==> src/rtl/fcmd_pkg.sv <==
// Package: shared constants and types for the flash command sequence decoder.
// Assumes 8-bit command bytes and 12 decoded low address bits.
package fcmd_pkg;

    localparam logic [11:0] UNLOCK_LO = 12'h555;
    localparam logic [11:0] UNLOCK_HI = 12'hAAA;

    localparam logic [7:0] KEY_FIRST  = 8'hAA;
    localparam logic [7:0] KEY_SECOND = 8'h55;
    localparam logic [7:0] CMD_QUERY  = 8'h90;
    localparam logic [7:0] CMD_PROG   = 8'hA0;
    localparam logic [7:0] CMD_ERASE  = 8'h80;
    localparam logic [7:0] CMD_BULK   = 8'h10;
    localparam logic [7:0] CMD_SECT   = 8'h30;
    localparam logic [7:0] CMD_SUSP   = 8'hB0;
    localparam logic [7:0] CMD_RESET  = 8'hF0;

    typedef enum logic [3:0] {
        ST_READ,
        ST_UNL1,
        ST_UNL2,
        ST_PGM,
        ST_ERA0,
        ST_ERA1,
        ST_ERA2,
        ST_COLLECT,
        ST_ERASING,
        ST_SUSP,
        ST_QUERY
    } seq_state_e;

    typedef struct packed {
        logic qry;
        logic rst;
        logic resume;
        logic susp;
        logic sect;
        logic bulk;
        logic prog;
    } req_set_t;

endpackage

==> src/rtl/fcmd_bus_qual.sv <==
// Module: registers one host access and pre-classifies its low address.
// Assumes wr_en and rd_en are single-clock strobes; adds one clock of latency.
module fcmd_bus_qual
    import fcmd_pkg::*;
#(
    parameter int NSEC = 8
) (
    input  logic            clk,
    input  logic            rst_n,
    input  logic [11:0]     addr_lo,
    input  logic [NSEC-1:0] sec_sel,
    input  logic [7:0]      wdata,
    input  logic            wr_en,
    input  logic            rd_en,
    output logic            wev_vld,
    output logic            rev_vld,
    output logic [11:0]     ev_addr,
    output logic [7:0]      ev_data,
    output logic [NSEC-1:0] ev_sel,
    output logic            ev_at_lo,
    output logic            ev_at_hi
);

    // Capture the access and the unlock-address matches in one register stage.
    always_ff @(posedge clk) begin
        if (!rst_n) begin
            wev_vld  <= 1'b0;
            rev_vld  <= 1'b0;
            ev_addr  <= '0;
            ev_data  <= '0;
            ev_sel   <= '0;
            ev_at_lo <= 1'b0;
            ev_at_hi <= 1'b0;
        end else begin
            wev_vld  <= wr_en;
            rev_vld  <= rd_en & ~wr_en;
            ev_addr  <= addr_lo;
            ev_data  <= wdata;
            ev_sel   <= sec_sel;
            ev_at_lo <= (addr_lo == UNLOCK_LO);
            ev_at_hi <= (addr_lo == UNLOCK_HI);
        end
    end

endmodule

==> src/rtl/fcmd_us_timer.sv <==
// Module: saturating microsecond counter restarted by every write event.
// Assumes us_tick is a one-clock pulse; reports when either limit is reached.
module fcmd_us_timer #(
    parameter int TMO_US = 100,
    parameter int WIN_US = 80
) (
    input  logic clk,
    input  logic rst_n,
    input  logic clr,
    input  logic us_tick,
    output logic tmo_hit,
    output logic win_hit
);

    localparam int CNT_MAX = (TMO_US > WIN_US) ? TMO_US : WIN_US;
    localparam int CW      = $clog2(CNT_MAX + 1);
    localparam logic [CW-1:0] MAX_C = CW'(CNT_MAX);
    localparam logic [CW-1:0] TMO_C = CW'(TMO_US);
    localparam logic [CW-1:0] WIN_C = CW'(WIN_US);

    logic [CW-1:0] cnt;

    // Count ticks since the last write, holding at the larger limit.
    always_ff @(posedge clk) begin
        if (!rst_n) begin
            cnt <= '0;
        end else if (clr) begin
            cnt <= '0;
        end else if (us_tick && (cnt != MAX_C)) begin
            cnt <= cnt + 1'b1;
        end
    end

    // Compare the elapsed count against both limits.
    always_comb begin
        tmo_hit = (cnt >= TMO_C);
        win_hit = (cnt >= WIN_C);
    end

endmodule

==> src/rtl/fcmd_seq_fsm.sv <==
// Module: command sequence state machine; turns qualified writes into requests.
// Assumes events arrive from fcmd_bus_qual and timer levels from fcmd_us_timer.
module fcmd_seq_fsm
    import fcmd_pkg::*;
#(
    parameter int NSEC = 8
) (
    input  logic            clk,
    input  logic            rst_n,
    input  logic            wev_vld,
    input  logic [11:0]     ev_addr,
    input  logic [7:0]      ev_data,
    input  logic [NSEC-1:0] ev_sel,
    input  logic            ev_at_lo,
    input  logic            ev_at_hi,
    input  logic [NSEC-1:0] sec_prot,
    input  logic            tmo_hit,
    input  logic            win_hit,
    output req_set_t        req,
    output logic [11:0]     req_addr,
    output logic [7:0]      req_data,
    output logic [NSEC-1:0] req_sectors,
    output logic            qry_mode
);

    seq_state_e      st, st_n;
    logic [NSEC-1:0] set_q, set_n;
    req_set_t        req_n;
    logic [11:0]     addr_n;
    logic [7:0]      data_n;
    logic [NSEC-1:0] secs_n;
    logic [NSEC-1:0] eff_collect;
    logic [NSEC-1:0] eff_bulk;
    logic            sel_ok;
    logic            timed;

    // Decode helper terms shared by the next-state logic.
    always_comb begin
        sel_ok      = |ev_sel;
        eff_collect = set_q & ~sec_prot;
        eff_bulk    = ~sec_prot;
        timed       = (st == ST_UNL1) || (st == ST_UNL2) || (st == ST_PGM) ||
                      (st == ST_ERA0) || (st == ST_ERA1) || (st == ST_ERA2);
    end

    // Next state, accumulated sector set and request selection.
    always_comb begin
        st_n   = st;
        set_n  = set_q;
        req_n  = '0;
        addr_n = req_addr;
        data_n = req_data;
        secs_n = req_sectors;
        if (timed && tmo_hit) begin
            st_n = ST_READ;
        end else if ((st == ST_COLLECT) && win_hit && !wev_vld) begin
            if (|eff_collect) begin
                req_n.sect = 1'b1;
                secs_n     = eff_collect;
                st_n       = ST_ERASING;
            end else begin
                st_n = ST_READ;
            end
        end else if (wev_vld) begin
            if (sel_ok && (ev_data == CMD_RESET)) begin
                req_n.rst = 1'b1;
                st_n      = ST_READ;
            end else if (!sel_ok) begin
                st_n = ST_READ;
            end else begin
                unique case (st)
                    ST_READ: begin
                        if (ev_at_lo && (ev_data == KEY_FIRST)) st_n = ST_UNL1;
                    end
                    ST_UNL1: begin
                        st_n = (ev_at_hi && (ev_data == KEY_SECOND)) ? ST_UNL2 : ST_READ;
                    end
                    ST_UNL2: begin
                        st_n = ST_READ;
                        if (ev_at_lo) begin
                            if (ev_data == CMD_QUERY) begin
                                req_n.qry = 1'b1;
                                st_n      = ST_QUERY;
                            end else if (ev_data == CMD_PROG) begin
                                st_n = ST_PGM;
                            end else if (ev_data == CMD_ERASE) begin
                                st_n = ST_ERA0;
                            end
                        end
                    end
                    ST_PGM: begin
                        st_n = ST_READ;
                        if (|(ev_sel & ~sec_prot)) begin
                            req_n.prog = 1'b1;
                            addr_n     = ev_addr;
                            data_n     = ev_data;
                            secs_n     = ev_sel;
                        end
                    end
                    ST_ERA0: begin
                        st_n = (ev_at_lo && (ev_data == KEY_FIRST)) ? ST_ERA1 : ST_READ;
                    end
                    ST_ERA1: begin
                        st_n = (ev_at_hi && (ev_data == KEY_SECOND)) ? ST_ERA2 : ST_READ;
                    end
                    ST_ERA2: begin
                        st_n = ST_READ;
                        if (ev_at_lo && (ev_data == CMD_BULK)) begin
                            if (|eff_bulk) begin
                                req_n.bulk = 1'b1;
                                secs_n     = eff_bulk;
                            end
                        end else if (ev_data == CMD_SECT) begin
                            set_n = ev_sel;
                            st_n  = ST_COLLECT;
                        end
                    end
                    ST_COLLECT: begin
                        if (ev_data == CMD_SECT) begin
                            set_n = set_q | ev_sel;
                        end else begin
                            st_n = ST_READ;
                        end
                    end
                    ST_ERASING: begin
                        if (ev_data == CMD_SUSP) begin
                            req_n.susp = 1'b1;
                            st_n       = ST_SUSP;
                        end else begin
                            st_n = ST_READ;
                        end
                    end
                    ST_SUSP: begin
                        if (ev_data == CMD_SECT) begin
                            req_n.resume = 1'b1;
                            st_n         = ST_ERASING;
                        end else begin
                            st_n = ST_READ;
                        end
                    end
                    ST_QUERY: begin
                        st_n = ST_READ;
                    end
                    default: begin
                        st_n = ST_READ;
                    end
                endcase
            end
        end
    end

    // Register state, sector set and the request outputs.
    always_ff @(posedge clk) begin
        if (!rst_n) begin
            st          <= ST_READ;
            set_q       <= '0;
            req         <= '0;
            req_addr    <= '0;
            req_data    <= '0;
            req_sectors <= '0;
        end else begin
            st          <= st_n;
            set_q       <= set_n;
            req         <= req_n;
            req_addr    <= addr_n;
            req_data    <= data_n;
            req_sectors <= secs_n;
        end
    end

    // Expose query mode to the read responder.
    always_comb qry_mode = (st == ST_QUERY);

endmodule

==> src/rtl/fcmd_query_rd.sv <==
// Module: answers identifier and protection reads while in query mode.
// Assumes the read event is already registered; adds one further clock.
module fcmd_query_rd #(
    parameter int         NSEC    = 8,
    parameter logic [7:0] ID_BYTE = 8'hE7
) (
    input  logic            clk,
    input  logic            rst_n,
    input  logic            rev_vld,
    input  logic            qry_mode,
    input  logic [2:0]      qsel,
    input  logic [NSEC-1:0] ev_sel,
    input  logic [NSEC-1:0] sec_prot,
    output logic [7:0]      rd_data,
    output logic            rd_vld
);

    logic want_id;
    logic want_prot;
    logic hit_prot;

    // Decode the query address bits (6,1,0) and protection of the selection.
    always_comb begin
        want_id   = (qsel == 3'b001);
        want_prot = (qsel == 3'b010);
        hit_prot  = |(ev_sel & sec_prot);
    end

    // Register the query response.
    always_ff @(posedge clk) begin
        if (!rst_n) begin
            rd_vld  <= 1'b0;
            rd_data <= '0;
        end else begin
            rd_vld  <= rev_vld && qry_mode && (|ev_sel) && (want_id || want_prot);
            rd_data <= want_id ? ID_BYTE : {7'd0, hit_prot};
        end
    end

endmodule

==> src/rtl/fcmd_decoder.sv <==
// Module: top of the flash command sequence decoder.
// Assumes one host access per strobe and a free-running microsecond tick.
module fcmd_decoder
    import fcmd_pkg::*;
#(
    parameter int         NSEC    = 8,
    parameter int         TMO_US  = 100,
    parameter int         WIN_US  = 80,
    parameter logic [7:0] ID_BYTE = 8'hE7
) (
    input  logic            clk,
    input  logic            rst_n,
    input  logic [11:0]     addr_lo,
    input  logic [NSEC-1:0] sec_sel,
    input  logic [NSEC-1:0] sec_prot,
    input  logic [7:0]      wdata,
    input  logic            wr_en,
    input  logic            rd_en,
    input  logic            us_tick,
    output logic            req_prog,
    output logic            req_bulk,
    output logic            req_sect,
    output logic            req_susp,
    output logic            req_resume,
    output logic            req_reset,
    output logic            req_query,
    output logic [11:0]     req_addr,
    output logic [7:0]      req_data,
    output logic [NSEC-1:0] req_sectors,
    output logic [7:0]      rd_data,
    output logic            rd_vld
);

    logic            wev_vld;
    logic            rev_vld;
    logic [11:0]     ev_addr;
    logic [7:0]      ev_data;
    logic [NSEC-1:0] ev_sel;
    logic            ev_at_lo;
    logic            ev_at_hi;
    logic            tmo_hit;
    logic            win_hit;
    logic            qry_mode;
    req_set_t        req;

    fcmd_bus_qual #(.NSEC(NSEC)) u_bus (
        .clk      (clk),
        .rst_n    (rst_n),
        .addr_lo  (addr_lo),
        .sec_sel  (sec_sel),
        .wdata    (wdata),
        .wr_en    (wr_en),
        .rd_en    (rd_en),
        .wev_vld  (wev_vld),
        .rev_vld  (rev_vld),
        .ev_addr  (ev_addr),
        .ev_data  (ev_data),
        .ev_sel   (ev_sel),
        .ev_at_lo (ev_at_lo),
        .ev_at_hi (ev_at_hi)
    );

    fcmd_us_timer #(.TMO_US(TMO_US), .WIN_US(WIN_US)) u_tmr (
        .clk     (clk),
        .rst_n   (rst_n),
        .clr     (wev_vld),
        .us_tick (us_tick),
        .tmo_hit (tmo_hit),
        .win_hit (win_hit)
    );

    fcmd_seq_fsm #(.NSEC(NSEC)) u_fsm (
        .clk         (clk),
        .rst_n       (rst_n),
        .wev_vld     (wev_vld),
        .ev_addr     (ev_addr),
        .ev_data     (ev_data),
        .ev_sel      (ev_sel),
        .ev_at_lo    (ev_at_lo),
        .ev_at_hi    (ev_at_hi),
        .sec_prot    (sec_prot),
        .tmo_hit     (tmo_hit),
        .win_hit     (win_hit),
        .req         (req),
        .req_addr    (req_addr),
        .req_data    (req_data),
        .req_sectors (req_sectors),
        .qry_mode    (qry_mode)
    );

    fcmd_query_rd #(.NSEC(NSEC), .ID_BYTE(ID_BYTE)) u_qry (
        .clk      (clk),
        .rst_n    (rst_n),
        .rev_vld  (rev_vld),
        .qry_mode (qry_mode),
        .qsel     ({ev_addr[6], ev_addr[1], ev_addr[0]}),
        .ev_sel   (ev_sel),
        .sec_prot (sec_prot),
        .rd_data  (rd_data),
        .rd_vld   (rd_vld)
    );

    // Unpack the request set onto the named outputs.
    always_comb begin
        req_prog   = req.prog;
        req_bulk   = req.bulk;
        req_sect   = req.sect;
        req_susp   = req.susp;
        req_resume = req.resume;
        req_reset  = req.rst;
        req_query  = req.qry;
    end

endmodule

==> config.mk <==
export PLATFORM = sky130hd
export DESIGN_NAME = fcmd_decoder
export DESIGN_NICKNAME = d
export VERILOG_FILES = /design/src/rtl/fcmd_pkg.sv /design/src/rtl/fcmd_bus_qual.sv /design/src/rtl/fcmd_us_timer.sv /design/src/rtl/fcmd_seq_fsm.sv /design/src/rtl/fcmd_query_rd.sv /design/src/rtl/fcmd_decoder.sv
export SDC_FILE = /design/constraint.sdc
export NUM_CORES = 1
export LEC_CHECK = 0
export ABC_CLOCK_PERIOD_IN_PS = 3300
export BUFFER_PORTS_ARGS = -buffer_cell sky130_fd_sc_hd__buf_2
export CORE_MARGIN = 3
export CORE_UTILIZATION = 55
export CTS_BUF_LIST = sky130_fd_sc_hd__clkbuf_4
export DETAILED_ROUTE_END_ITERATION = 8
export PLACE_DENSITY = 0.81
export REMOVE_ABC_BUFFERS = 1
export SYNTH_ARGS = -nofsm -noshare
export SYNTH_HDL_FRONTEND = slang
export SYNTH_SLANG_ARGS = --single-unit
==> constraint.sdc <==
create_clock -name clk -period 3.3 [get_ports clk]
set_clock_uncertainty 0.2 [all_clocks]
set_input_delay 0.33 -clock clk [delete_from_list [all_inputs] [get_ports clk]]
set_output_delay 0.33 -clock clk [all_outputs]
set_load 0.005 [all_outputs]
# [After elaboration in Yosys (flattened, before gate mapping)]
# Index checks and enable logic that the tools add are counted.
[classes] add_sub_neg=1 n_lt_le_gt_ge=2 n_eq_ne=34 muxes=40 bitwise=20 n_reduce_logical=41
[ops] operator="8-bit 2-to-1 mux" n=12
[ops] operator="8-bit OR reduction" n=7
[ops] operator="4-bit 2-to-1 mux" n=13
[ops] operator="8-bit equality test, second input constant" n=6
[ops] operator="4-bit one-hot mux with 9 select lines" n=1
[ops] operator="8-bit one-hot mux with 2 select lines" n=2
[ops] operator="8-bit bitwise AND" n=3
[ops] operator="7-bit OR reduction" n=3
[ops] operator="9-bit AND reduction" n=2
[ops] operator="4-bit by 3-bit equality test with 1-bit output, second input constant" n=4
[ops] operator="7-bit greater-or-equal comparator, second input constant" n=2
[ops] operator="1-bit NOT" n=14
[ops] operator="12-bit by 11-bit equality test with 1-bit output, second input constant" n=1
[ops] operator="12-bit equality test, second input constant" n=1
[ops] operator="4-bit equality test, second input constant" n=3
[ops] operator="3-bit 2-to-1 mux" n=4
[ops] operator="1-bit logical AND" n=11
[ops] operator="5-bit inequality test, second input constant" n=2
[ops] operator="3-bit inequality test, second input constant" n=3
[ops] operator="4-bit by 2-bit equality test with 1-bit output, second input constant" n=2
[ops] operator="8-bit by 5-bit equality test with 1-bit output, second input constant" n=1
[ops] operator="8-bit by 6-bit equality test with 1-bit output, second input constant" n=1
[ops] operator="8-bit by 7-bit equality test with 1-bit output, second input constant" n=1
[ops] operator="2-bit inequality test, second input constant" n=4
[ops] operator="other kinds (21)" n=35
[totals] register_bits=95 in_bits=41 out_inout_bits=44 elab_cells=160

# [Depth between registers and ports, before layout]
# Gate-level depths: netlist of run 1.
[logic_depth] depth_word=10 depth_mapped=9 mapped_depth_nobuf=6

# [Hierarchy]
# Synthesis of run 1 repeated with hierarchy kept, for this count alone.
[hier_totals] cells_unflattened=414 hier_area_um2=3943.8
[by_module_without_submodules] module="fcmd_seq_fsm" instances=1 cells_per_inst=272 area_per_inst_um2=2402.3
[by_module_without_submodules] module="fcmd_bus_qual" instances=1 cells_per_inst=73 area_per_inst_um2=940.9
[by_module_without_submodules] module="fcmd_us_timer" instances=1 cells_per_inst=46 area_per_inst_um2=385.4
[by_module_without_submodules] module="fcmd_query_rd" instances=1 cells_per_inst=23 area_per_inst_um2=215.2

# [Least setup slack after synthesis of run 1]
# OpenSTA, ideal clock, no wires.
[synth_path] path_type="flip-flop to flip-flop" from="reg u_bus.ev_data[0]" to="reg u_fsm.st[1]" setup_time_ns=0.070 arrival_time_ns=1.949 t_required_ns=3.030 setup_slack_ns=1.081 path_stages_with_launch=6 n_path_buf=0 cell_sequence="dfxtp_1 > or4_4 > or4_4 > a21o_1 > a311o_1 > a21oi_1"
[synth_via] elab_chain_len=9 word_cells_on_any_way=26 classes_between="eq/ne (9); mux (12); reduce/logical (5)"
[synth_lines] item="start, declared" line="fcmd_bus_qual.sv:18" rtl="output logic [7:0] ev_data,"
[synth_lines] item="start signal, assigned" line="fcmd_bus_qual.sv:38" rtl="ev_data <= wdata;"
[synth_lines] item="8-bit equality test" line="fcmd_seq_fsm.sv:84" rtl="end else if (ev_data == CMD_PROG) begin"
[synth_lines] item="4-bit 2-to-1 mux" line="fcmd_seq_fsm.sv:84"
[synth_lines] item="4-bit 2-to-1 mux" line="fcmd_seq_fsm.sv:81" rtl="if (ev_data == CMD_QUERY) begin"
[synth_lines] item="4-bit 2-to-1 mux" line="fcmd_seq_fsm.sv:80" rtl="if (ev_at_lo) begin"
[synth_lines] item="4-bit one-hot mux with 9 select lines" line="fcmd_seq_fsm.sv:71" rtl="unique case (st)"
[synth_lines] item="4-bit 2-to-1 mux" line="fcmd_seq_fsm.sv:68" rtl="end else if (!sel_ok) begin"
[synth_lines] item="4-bit 2-to-1 mux" line="fcmd_seq_fsm.sv:65" rtl="if (sel_ok && (ev_data == CMD_RESET)) begin"
[synth_lines] item="4-bit 2-to-1 mux" line="fcmd_seq_fsm.sv:64" rtl="end else if (wev_vld) begin"
[synth_lines] item="4-bit 2-to-1 mux" line="fcmd_seq_fsm.sv:56" rtl="end else if ((st == ST_COLLECT) && win_hit && !wev_vld) begin"
[synth_lines] item="end signal, assigned" line="fcmd_seq_fsm.sv:162" rtl="st <= st_n;"
[synth_lines] item="end, declared" line="fcmd_seq_fsm.sv:26" rtl="seq_state_e st, st_n;"
# Several ways; a longest one is shown, not always the timed one. The select of a mux whose other input is x is not followed.
# A chain may end at the register's enable or synchronous reset.

# [Final worst setup path of run 1]
[layout_path] from="reg u_fsm.st[0]" to="reg u_fsm.req_addr[4]"
[layout_via] elab_chain_len=9 word_cells_on_any_way=18 classes_between="eq/ne (7); bitwise (2); reduce/logical (9)"
[layout_lines] item="4-bit by 1-bit equality test with 1-bit output or 4-bit by 2-bit equality test with 1-bit output (tied branches)" line="fcmd_seq_fsm.sv:42" rtl="timed = (st == ST_UNL1) || (st == ST_UNL2) || (st == ST_PGM) ||"
[layout_lines] item="1-bit logical OR (3 in series)" line="fcmd_seq_fsm.sv:42"
[layout_lines] item="1-bit logical OR (2 in series)" line="fcmd_seq_fsm.sv:43" rtl="(st == ST_ERA0) || (st == ST_ERA1) || (st == ST_ERA2);"
[layout_lines] item="1-bit logical AND" line="fcmd_seq_fsm.sv:54" rtl="if (timed && tmo_hit) begin"
[layout_lines] item="1-bit NOT (no source line)"
[layout_lines] item="7-bit AND reduction (no source line) (*)"
[layout_lines] item="end signal, assigned" line="fcmd_seq_fsm.sv:165" rtl="req_addr <= addr_n;"
[layout_lines] item="end, declared" line="fcmd_seq_fsm.sv:20" rtl="output logic [11:0] req_addr,"
# Mark *: on every way between the ends. The rest lies on a longest branch, timed or not.

==> PnR_summary.wiki, run 1 <==
{| class="wikitable"
! Metric !! Value
|-
| Dominant cell type by area after synthesis || sky130_fd_sc_hd__dfxtp_1
|-
| Routed WL || ~9700 µm
|-
| Reg-to-reg setup timing slack || around 0.53 ns
|-
| Number of buffers created by CTS || 9
|-
| Start point of the critical path || u_fsm.st[0]
|-
| Die X-Extent || around 90 µm
|-
| Layout overhead on the synthesized area || 23.8%
|-
| Placement row count || 29
|-
| Leakage Power || 0.00210 µW
|-
| Run status || finished clean
|-
| CTS H-tree lvls || 3
|-
| Fin crit share || 83.8%
|-
| Area of the core || around 6600 µm²
|-
| CTS Sinks || 89
|-
| Maximum clock insertion buffer count || 2
|-
| Iter 0 DRT Violations || about 430
|-
| Count of hold-fix buffers inserted at cts || 32
|-
| Later-pin clock latency in the skew report || 0.43 ns
|-
| Series of cell instances along the critical path || nor3_1 -> nor4_1 -> nand2b_1 -> nor2_1 -> nand2_1 -> a21oi_1
|-
| Headroom to the max-slew limit || between 40% and 50%
|-
| Depth of the worst register-to-register path || 6
|-
| Worst VDD drop || about 0.00031 V
|-
| Critical Path Slowest Stage Cell || sky130_fd_sc_hd__dfxtp_1
|-
| Worst r2r src || u_fsm.st[0]
|-
| Number of flops mapped to enable cells by yosys || 0
|-
| Number of standard cells in the final layout excluding fillers || approximately 640
|-
| Initial Utilization || roughly 59%
|-
| Worst-Margin Slew || slightly below 0.9 ns
|-
| Reg-to-reg endpoint || u_fsm.req_addr[4]
|-
| CTS tree || built
|-
| Port bufs || 82
|-
| Remaining routing DRC violations || 0
|-
| Count of final hold-check violations || 0
|-
| Highest fanout seen on the critical path || 17
|-
| Die span in y || 89.6 µm
|-
| HP Start || sec_prot[5]
|-
| Number of fill cells in the layout || a little under 500
|-
| Via count of the first global-routing pass || 3,332
|-
| Netlist area before placement || ~3800 µm²
|-
| Number of pins exceeding their max-slew limit in the final report || 0
|-
| Yosys warning total || 0
|-
| Weighted congestion reported at the end of routability-driven placement || between 0.9 and 1
|-
| Area of the die || 8030 µm²
|-
| Global router's overall resource usage || 25.2%
|-
| Half-perimeter wire length after detailed placement || 6680 µm
|-
| Number of primary I/O pins || 85
|-
| Setup repair after global routing missed its margin || false
|-
| Period minus WS final || around 2.8 ns
|-
| Max-Cap Viols || 0
|-
| CP arrival || approximately 2.9 ns
|-
| Via density || around 5.6
|-
| Share of synthesized area occupied by flip-flops and latches || a little under half
|-
| Setup violators final || 0
|-
| Wire length of the first global-routing pass || ~16,000 µm
|-
| Setup CP Type || reg -> reg
|-
| Routed via count || 3,593
|-
| Min-Delay Path Class || in -> reg
|-
| Average detailed-routed wire length per instance || between 15 and 20 µm
|-
| Average footprint of a synthesized cell || around 9 µm²
|-
| Post-CTS Resized || 0
|-
| Required time of the critical path || between 3 and 4 ns
|-
| Final ANT Viol Nets || 0
|-
| Endpoint type of the worst setup path || flip-flop
|-
| Post-synth top flop || sky130_fd_sc_hd__dfxtp_1
|-
| Number of storage elements in the synthesis netlist || between 80 and 90
|-
| Count of buffers added by post-CTS timing repair for setup || 0
|-
| Worst Setup Slack post-DPL || just over 0.6 ns
|-
| Number of iterations in the first detailed-routing pass || 8
|-
| Post-synthesis cell count || 440
|-
| Count of buffer and inverter cells on the critical path || 0
|-
| Fraction of final layout cells with drive strength greater than 1 || 20.3%
|-
| Root cell of the clock tree || sky130_fd_sc_hd__clkbuf_4
|-
| Total gr overflow || 0
|-
| Fmax || approximately 360 MHz
|-
| CP delay by family, top || simple AND/OR/NAND/NOR gates
|-
| Antenna fix cells || 0
|-
| Ranking of synthesized cells by area || sky130_fd_sc_hd__dfxtp_1 46%, sky130_fd_sc_hd__nand2_1 5.1%, sky130_fd_sc_hd__and2_1 4.7%
|-
| Cell count of the worst hold path || 4
|-
| Clock transition at path regs || around 0.15 ns
|-
| Nets@finish || 589
|-
| Total power density per cell area || 414 nW/µm²
|-
| Summed negative setup slack over all endpoints || 0 ns
|-
| Maximum number of pins on one net before global-route repair || 45
|-
| Share of async-settable or async-resettable flops after synthesis || 0%
|-
| Worst-case setup margin in the final layout || roughly 0.53 ns
|-
| Critical Path Source Type || flip-flop
|-
| Number of cells in the design after placement || 596
|-
| Synth cell types || 53
|-
| Top cell type's share of synthesized area || 46.3%
|-
| Critical path's largest stage delay || around 0.64 ns
|-
| End of the worst hold path || u_qry.rd_data[0]
|-
| Number of antenna violations at the first check in global routing || 0
|}
## cell type report
| type | count | area [µm²] | area share [%] |
|---|---|---|---|
| multi-input combinational | 314 | 1890 | 39.6 |
| sequential | 89 | 1780 | 37.4 |
| timing repair buffer | 118 | 761 | 16.0 |
| tap | 93 | 116 | 2.44 |
| clock inverter | 7 | 95.1 | 2.00 |
| clock buffer | 9 | 67.6 | 1.42 |
| inverter | 14 | 52.6 | 1.10 |
## cell families (layout without fill, tap and decap cells)
| group | after synthesis | after routing | share of synthesized area (%) |
|---|---|---|---|
| compound gates | 72 | 72 | 13.4 |
| other cells | 1 | 2 | 0.0975 |
| mux | 12 | 12 | 3.16 |
| flops | 89 | 89 | 46.3 |
| simple gates | 221 | 221 | 30.5 |
| xor+xnor | 5 | 5 | 1.14 |
| fa+ha+maj | 2 | 2 | 0.651 |
| buf+inv | 38 | 148 | 4.69 |
## sequential cells by signal, summed over array words and instances (netlist names)
name / count
u_bus.ev_at_hi: 1
u_bus.ev_at_lo: 1
u_qry.rd_data: 2
u_qry.rd_vld: 1
u_fsm.req_sectors: 8
u_bus.wev_vld: 1
u_bus.ev_sel: 8
u_bus.rev_vld: 1
u_bus.ev_data: 8
u_tmr.cnt: 7
u_fsm.req_data: 8
u_fsm.st: 4
u_fsm.set_q: 8
u_fsm.req_addr: 12
u_bus.ev_addr: 12
u_fsm.req: 7
## synth_stat cells (5+ instances only)
library cell and n:
sky130_fd_sc_hd__nor4_1 9, sky130_fd_sc_hd__o21ai_0 13, sky130_fd_sc_hd__nand2_1 52, sky130_fd_sc_hd__a21oi_1 20, sky130_fd_sc_hd__nor3_1 13, sky130_fd_sc_hd__a221o_1 8, sky130_fd_sc_hd__mux2i_1 11, sky130_fd_sc_hd__nand4b_1 5
sky130_fd_sc_hd__inv_1 14, sky130_fd_sc_hd__buf_4 7, sky130_fd_sc_hd__nor2_1 45, sky130_fd_sc_hd__and3_1 5, sky130_fd_sc_hd__clkbuf_1 8, sky130_fd_sc_hd__nand3_1 9, sky130_fd_sc_hd__nand2b_1 13, sky130_fd_sc_hd__nand4_1 6
sky130_fd_sc_hd__and2_1 29, sky130_fd_sc_hd__dfxtp_1 89, sky130_fd_sc_hd__or4_1 5, sky130_fd_sc_hd__buf_2 9, sky130_fd_sc_hd__nor2b_1 12
## cell usage in the layout (no fill, tap or decap), types with 4 or more instances in the layout
master / count
sky130_fd_sc_hd__or3_1: 4
sky130_fd_sc_hd__nand3_1: 9
sky130_fd_sc_hd__nor4_1: 9
sky130_fd_sc_hd__nor2_1: 45
sky130_fd_sc_hd__nor3_1: 13
sky130_fd_sc_hd__dfxtp_1: 89
sky130_fd_sc_hd__o21ai_0: 13
sky130_fd_sc_hd__clkbuf_4: 9
sky130_fd_sc_hd__a221o_1: 8
sky130_fd_sc_hd__nand4b_1: 5
sky130_fd_sc_hd__or4_1: 5
sky130_fd_sc_hd__mux2i_1: 11
sky130_fd_sc_hd__nor2b_1: 12
sky130_fd_sc_hd__buf_4: 4
sky130_fd_sc_hd__dlygate4sd3_1: 32
sky130_fd_sc_hd__inv_1: 14
sky130_fd_sc_hd__a21oi_1: 20
sky130_fd_sc_hd__nand2_1: 52
sky130_fd_sc_hd__buf_2: 82
sky130_fd_sc_hd__nand2b_1: 13
sky130_fd_sc_hd__and2_1: 29
sky130_fd_sc_hd__and3_1: 5
sky130_fd_sc_hd__nand4_1: 6
## per-stage QoR
step	cell area, µm²	hold slack, ns	util (%)	power, µW
after floorplan	3720	0.202	-	1220
after global placement	4280	0.228	65.1	1280
after detailed placement	4280	0.239	65.1	1290
after CTS	4760	0.0937	72.5	1980
after global routing	4760	0.105	72.5	2050
final	4760	0.113	72.5	1970
## report_power, final
group	switching, µW	total, µW	internal (µW)
Sequential	31.4	1130	1100
Clock	414	669	255
Combinational	80.1	170	89.5
## layer usage
| metal | wire [µm] | global-route usage [%] | vias up |
|---|---|---|---|
| li1 | - | - | 1748 |
| met1 | 4040 | 32.1 | 1659 |
| met2 | 4810 | 42.5 | 161 |
| met3 | 656 | 4.84 | 25 |
| met4 | 207 | 9.07 | 0 |
| met5 | 0 | 0 | - |
## worst min-delay path: stages
cell and delay, ns:
sky130_fd_sc_hd__buf_2 0.12, sky130_fd_sc_hd__a221oi_1 0.08, sky130_fd_sc_hd__nand3_1 0.08, sky130_fd_sc_hd__o21a_1 0.11
## worst max-delay path by stage
| stage | endpoint | slack (ns) | cells past startpoint |
|---|---|---|---|
| after floorplan | u_fsm.req_sectors[0] | 0.91 | 6 |
| after global placement | u_fsm.req_data[5] | 0.80 | 6 |
| after detailed placement | u_fsm.req_addr[4] | 0.61 | 6 |
| after CTS | u_fsm.req_addr[4] | 0.60 | 6 |
| after global routing | u_fsm.req_addr[4] | 0.32 | 6 |
| final | u_fsm.req_addr[4] | 0.53 | 6 |
No activity file was read; power rests on OpenSTA's default activity.
==> run 2, diff against run 1 <==
--- a/config.mk
+++ b/config.mk
@@ -5,13 +5,13 @@
 export SDC_FILE = /design/constraint.sdc
 export NUM_CORES = 1
 export LEC_CHECK = 0
-export ABC_CLOCK_PERIOD_IN_PS = 3300
+export ABC_CLOCK_PERIOD_IN_PS = 2430
 export BUFFER_PORTS_ARGS = -buffer_cell sky130_fd_sc_hd__buf_2
 export CORE_MARGIN = 3
-export CORE_UTILIZATION = 55
+export CORE_UTILIZATION = 51
 export CTS_BUF_LIST = sky130_fd_sc_hd__clkbuf_4
 export DETAILED_ROUTE_END_ITERATION = 8
-export PLACE_DENSITY = 0.81
+export PLACE_DENSITY = 0.79
 export REMOVE_ABC_BUFFERS = 1
 export SYNTH_ARGS = -nofsm -noshare
 export SYNTH_HDL_FRONTEND = slang
==> constraint.sdc (replaced) <==
create_clock -name clk -period 2.43 [get_ports clk]
set_clock_uncertainty 0.2 [all_clocks]
set_input_delay 0.243 -clock clk [delete_from_list [all_inputs] [get_ports clk]]
set_output_delay 0.243 -clock clk [all_outputs]
set_load 0.005 [all_outputs]
==> run 2 against run 1 <==
Compared with the run above: routed wire length rose by 1.5%; core utilization down 4.6 points; critical path depth is 1 lower; die area up 7.3%; design area is 3.9% higher; combinational power is 49% higher; final cell count up 3.7%; flip-flop and latch count unchanged; global-route usage is 2.1 points lower; sequential share of layout area shrank 1.4 points; critical endpoint is now u_fsm.st[1]; highest routed layer unchanged.
==> PnR_summary.wiki, run 2 (synthesis gave the netlist of run 1 again) <==
{| class="wikitable"
! Metric !! Value
|-
| Fraction of final layout cells with drive strength greater than 1 || 24.1% (was 20.3%)
|-
| Remaining routing DRC violations || 0 (unchanged)
|-
| Root cell of the clock tree || sky130_fd_sc_hd__clkbuf_4 (unchanged)
|-
| Worst hold margin || 0.0419 ns (was 0.113 ns)
|-
| Count of buffers added by post-CTS timing repair for setup || 0 (unchanged)
|-
| Power Total || 2580 µW (was 1970 µW)
|-
| Leakage Power || 0.00220 µW (was 0.00210 µW)
|-
| Max-Cap Viols || 0 (unchanged)
|-
| Final ANT Viol Nets || 0 (unchanged)
|-
| Clock transition at path regs || 0.16 ns (was 0.15 ns)
|-
| Area of the core || 7290 µm² (was 6570 µm²)
|-
| Number of fill cells in the layout || 599 (was 497)
|-
| Worst-Margin Slew || 0.587 ns (was 0.890 ns)
|-
| CTS Sinks || 89 (unchanged)
|-
| Nets@finish || 607 (was 589)
|-
| Period minus WS final || 2.36 ns (was 2.77 ns)
|-
| Area of placed instances || 4450 µm² (was 4280 µm²)
|-
| Maximum number of pins on one net before global-route repair || 45 (unchanged)
|-
| Fmax || 424 MHz (was 362 MHz)
|-
| Most common cell after layout, fill and taps aside || sky130_fd_sc_hd__dfxtp_1 (unchanged)
|-
| Worst-case setup margin in the final layout || 0.0738 ns (was 0.534 ns)
|-
| Worst Setup Slack post-DPL || 0.00438 ns (was 0.615 ns)
|-
| Fin crit share || 97.0% (was 83.8%)
|-
| Die X-Extent || 92.8 µm (was 89.6 µm)
|-
| Layout overhead on the synthesized area || 28.7% (was 23.8%)
|-
| Min-Delay Path Class || in -> reg (unchanged)
|-
| Initial Utilization || 52.7% (was 58.5%)
|-
| Placement row count || 31 (was 29)
|-
| Worst VDD drop || 0.000373 V (was 0.000305 V)
|-
| Highest-count cells in the layout ignoring fill and taps || 87 x sky130_fd_sc_hd__dfxtp_1, 82 x sky130_fd_sc_hd__buf_2, 52 x sky130_fd_sc_hd__nand2_1 (was 89 x sky130_fd_sc_hd__dfxtp_1, 82 x sky130_fd_sc_hd__buf_2, 52 x sky130_fd_sc_hd__nand2_1)
|-
| Headroom to the max-slew limit || 60.8% (was 40.6%)
|-
| Area of the die || 8620 µm² (was 8030 µm²)
|-
| Series of cell instances along the critical path || or4_4 -> or4_4 -> a21o_1 -> a311o_1 -> a21oi_1 (was nor3_1 -> nor4_1 -> nand2b_1 -> nor2_1 -> nand2_1 -> a21oi_1)
|-
| Average detailed-routed wire length per instance || 14.8 µm (was 15.1 µm)
|-
| Later-pin clock latency in the skew report || 0.45 ns (was 0.43 ns)
|-
| Number of iterations in the first detailed-routing pass || 5 (was 8)
|-
| Run status || finished clean (unchanged)
|-
| Wire length of the first global-routing pass || 16,000 µm (was 15,700 µm)
|-
| Global router's overall resource usage || 23.1% (was 25.2%)
|-
| Largest registers || u_bus.ev_addr x12, u_fsm.req_addr x12 (unchanged)
|-
| Endpoint type of the worst setup path || flip-flop (unchanged)
|-
| Total power density per cell area || 522 nW/µm² (was 414 nW/µm²)
|-
| Number of buffers created by CTS || 9 (unchanged)
|-
| Antenna fix cells || 0 (unchanged)
|-
| Iter 0 DRT Violations || 341 (was 425)
|-
| Required time of the critical path || 2.61 ns (was 3.40 ns)
|-
| CTS tree || built (unchanged)
|-
| Routed WL || 9870 µm (was 9720 µm)
|-
| Summed negative setup slack over all endpoints || 0 ns (unchanged)
|-
| CP arrival || 2.53 ns (was 2.86 ns)
|-
| Critical path's largest stage delay || 0.59 ns (was 0.64 ns)
|-
| CTS H-tree lvls || 3 (unchanged)
|-
| Cell occurring most often along the worst timing path || sky130_fd_sc_hd__or4_4
|-
| Via count of the first global-routing pass || 3,380 (was 3,332)
|-
| Via density || 5.40 (was 5.58)
|-
| Count of final hold-check violations || 0 (unchanged)
|-
| Critical Path Source Type || flip-flop (unchanged)
|-
| Half-perimeter wire length after detailed placement || 6890 µm (was 6680 µm)
|-
| Port bufs || 82 (unchanged)
|-
| Highest fanout seen on the critical path || 5 (was 17)
|-
| Weighted congestion reported at the end of routability-driven placement || 0.897 (was 0.984)
|-
| Number of primary I/O pins || 85 (unchanged)
|-
| Setup CP Type || reg -> reg (unchanged)
|-
| Reg-to-reg setup timing slack || 0.07 ns (was 0.53 ns)
|-
| Setup violators final || 0 (unchanged)
|-
| Non-Filler Cell Area, Final || 4950 µm² (was 4760 µm²)
|-
| Maximum clock insertion buffer count || 2 (unchanged)
|-
| Die span in y || 92.8 µm (was 89.6 µm)
|-
| Number of pins exceeding their max-slew limit in the final report || 0 (unchanged)
|-
| Number of antenna violations at the first check in global routing || 0 (unchanged)
|-
| Total gr overflow || 0 (unchanged)
|-
| Critical Path Slowest Stage Cell || sky130_fd_sc_hd__or4_4 (was sky130_fd_sc_hd__dfxtp_1)
|-
| Routed via count || 3,607 (was 3,593)
|}
## run 2: final timing paths
path / startpoint / to / depth (start not counted)
min reg2reg: u_fsm.req_sectors[0] / u_fsm.req_sectors[0] / 2
min: sec_prot[5] / u_qry.rd_data[0] / 4
max: u_bus.ev_data[1] / u_fsm.st[1] / 5
max reg2reg: u_bus.ev_data[1] / u_fsm.st[1] / 5
## run 2: per-stage QoR
step | std cells | utilization, %
finish | 668 | 67.8
global route | 668 | 67.8
CTS | 668 | 67.3
detailed placement | 620 | 61.0
global placement | 620 | 61.0
floorplan | 417 | -
## run 2: final cells by class
type                    instances  area, µm²  area share [%]
clock buffers                   9       67.6            1.37
repair buffers                136        921            18.6
flip-flops and latches         89       1780            36.1
well taps                      99        124            2.50
clock inverters                 7       72.6            1.47
multi-input cells             314       1930            38.9
inverters                      14       52.6            1.06
## run 2: repair_timing
item,CTS,global route
resized for setup,0,8
endpoints found under the setup margin,0,19
hold endpoints to repair,34,0
hold buffers,32,0
## run 2: metal layers
| layer | share of wire (%) | vias up | global-route usage (%) |
|---|---|---|---|
| met1 | 44 | 1707 | 29.2 |
| met5 | 0 | - | 0 |
| li1 | - | 1775 | - |
| met4 | 1.1 | 0 | 7.57 |
| met3 | 5.0 | 11 | 4.31 |
| met2 | 50 | 114 | 39.6 |
## run 2: power by group
| group | total [µW] | internal (µW) | switching, µW |
|---|---|---|---|
| Clock | 802 | 242 | 560 |
| Sequential | 1530 | 1490 | 36.1 |
| Combinational | 253 | 135 | 119 |
## run 2: critical path, delay by kind of cell (launching register included)
kind             cells  cell delay (ns)
AND/OR/NAND/NOR      2             1.16
flip-flops           1             0.38
AO/OA/AOI/OAI        3             0.55
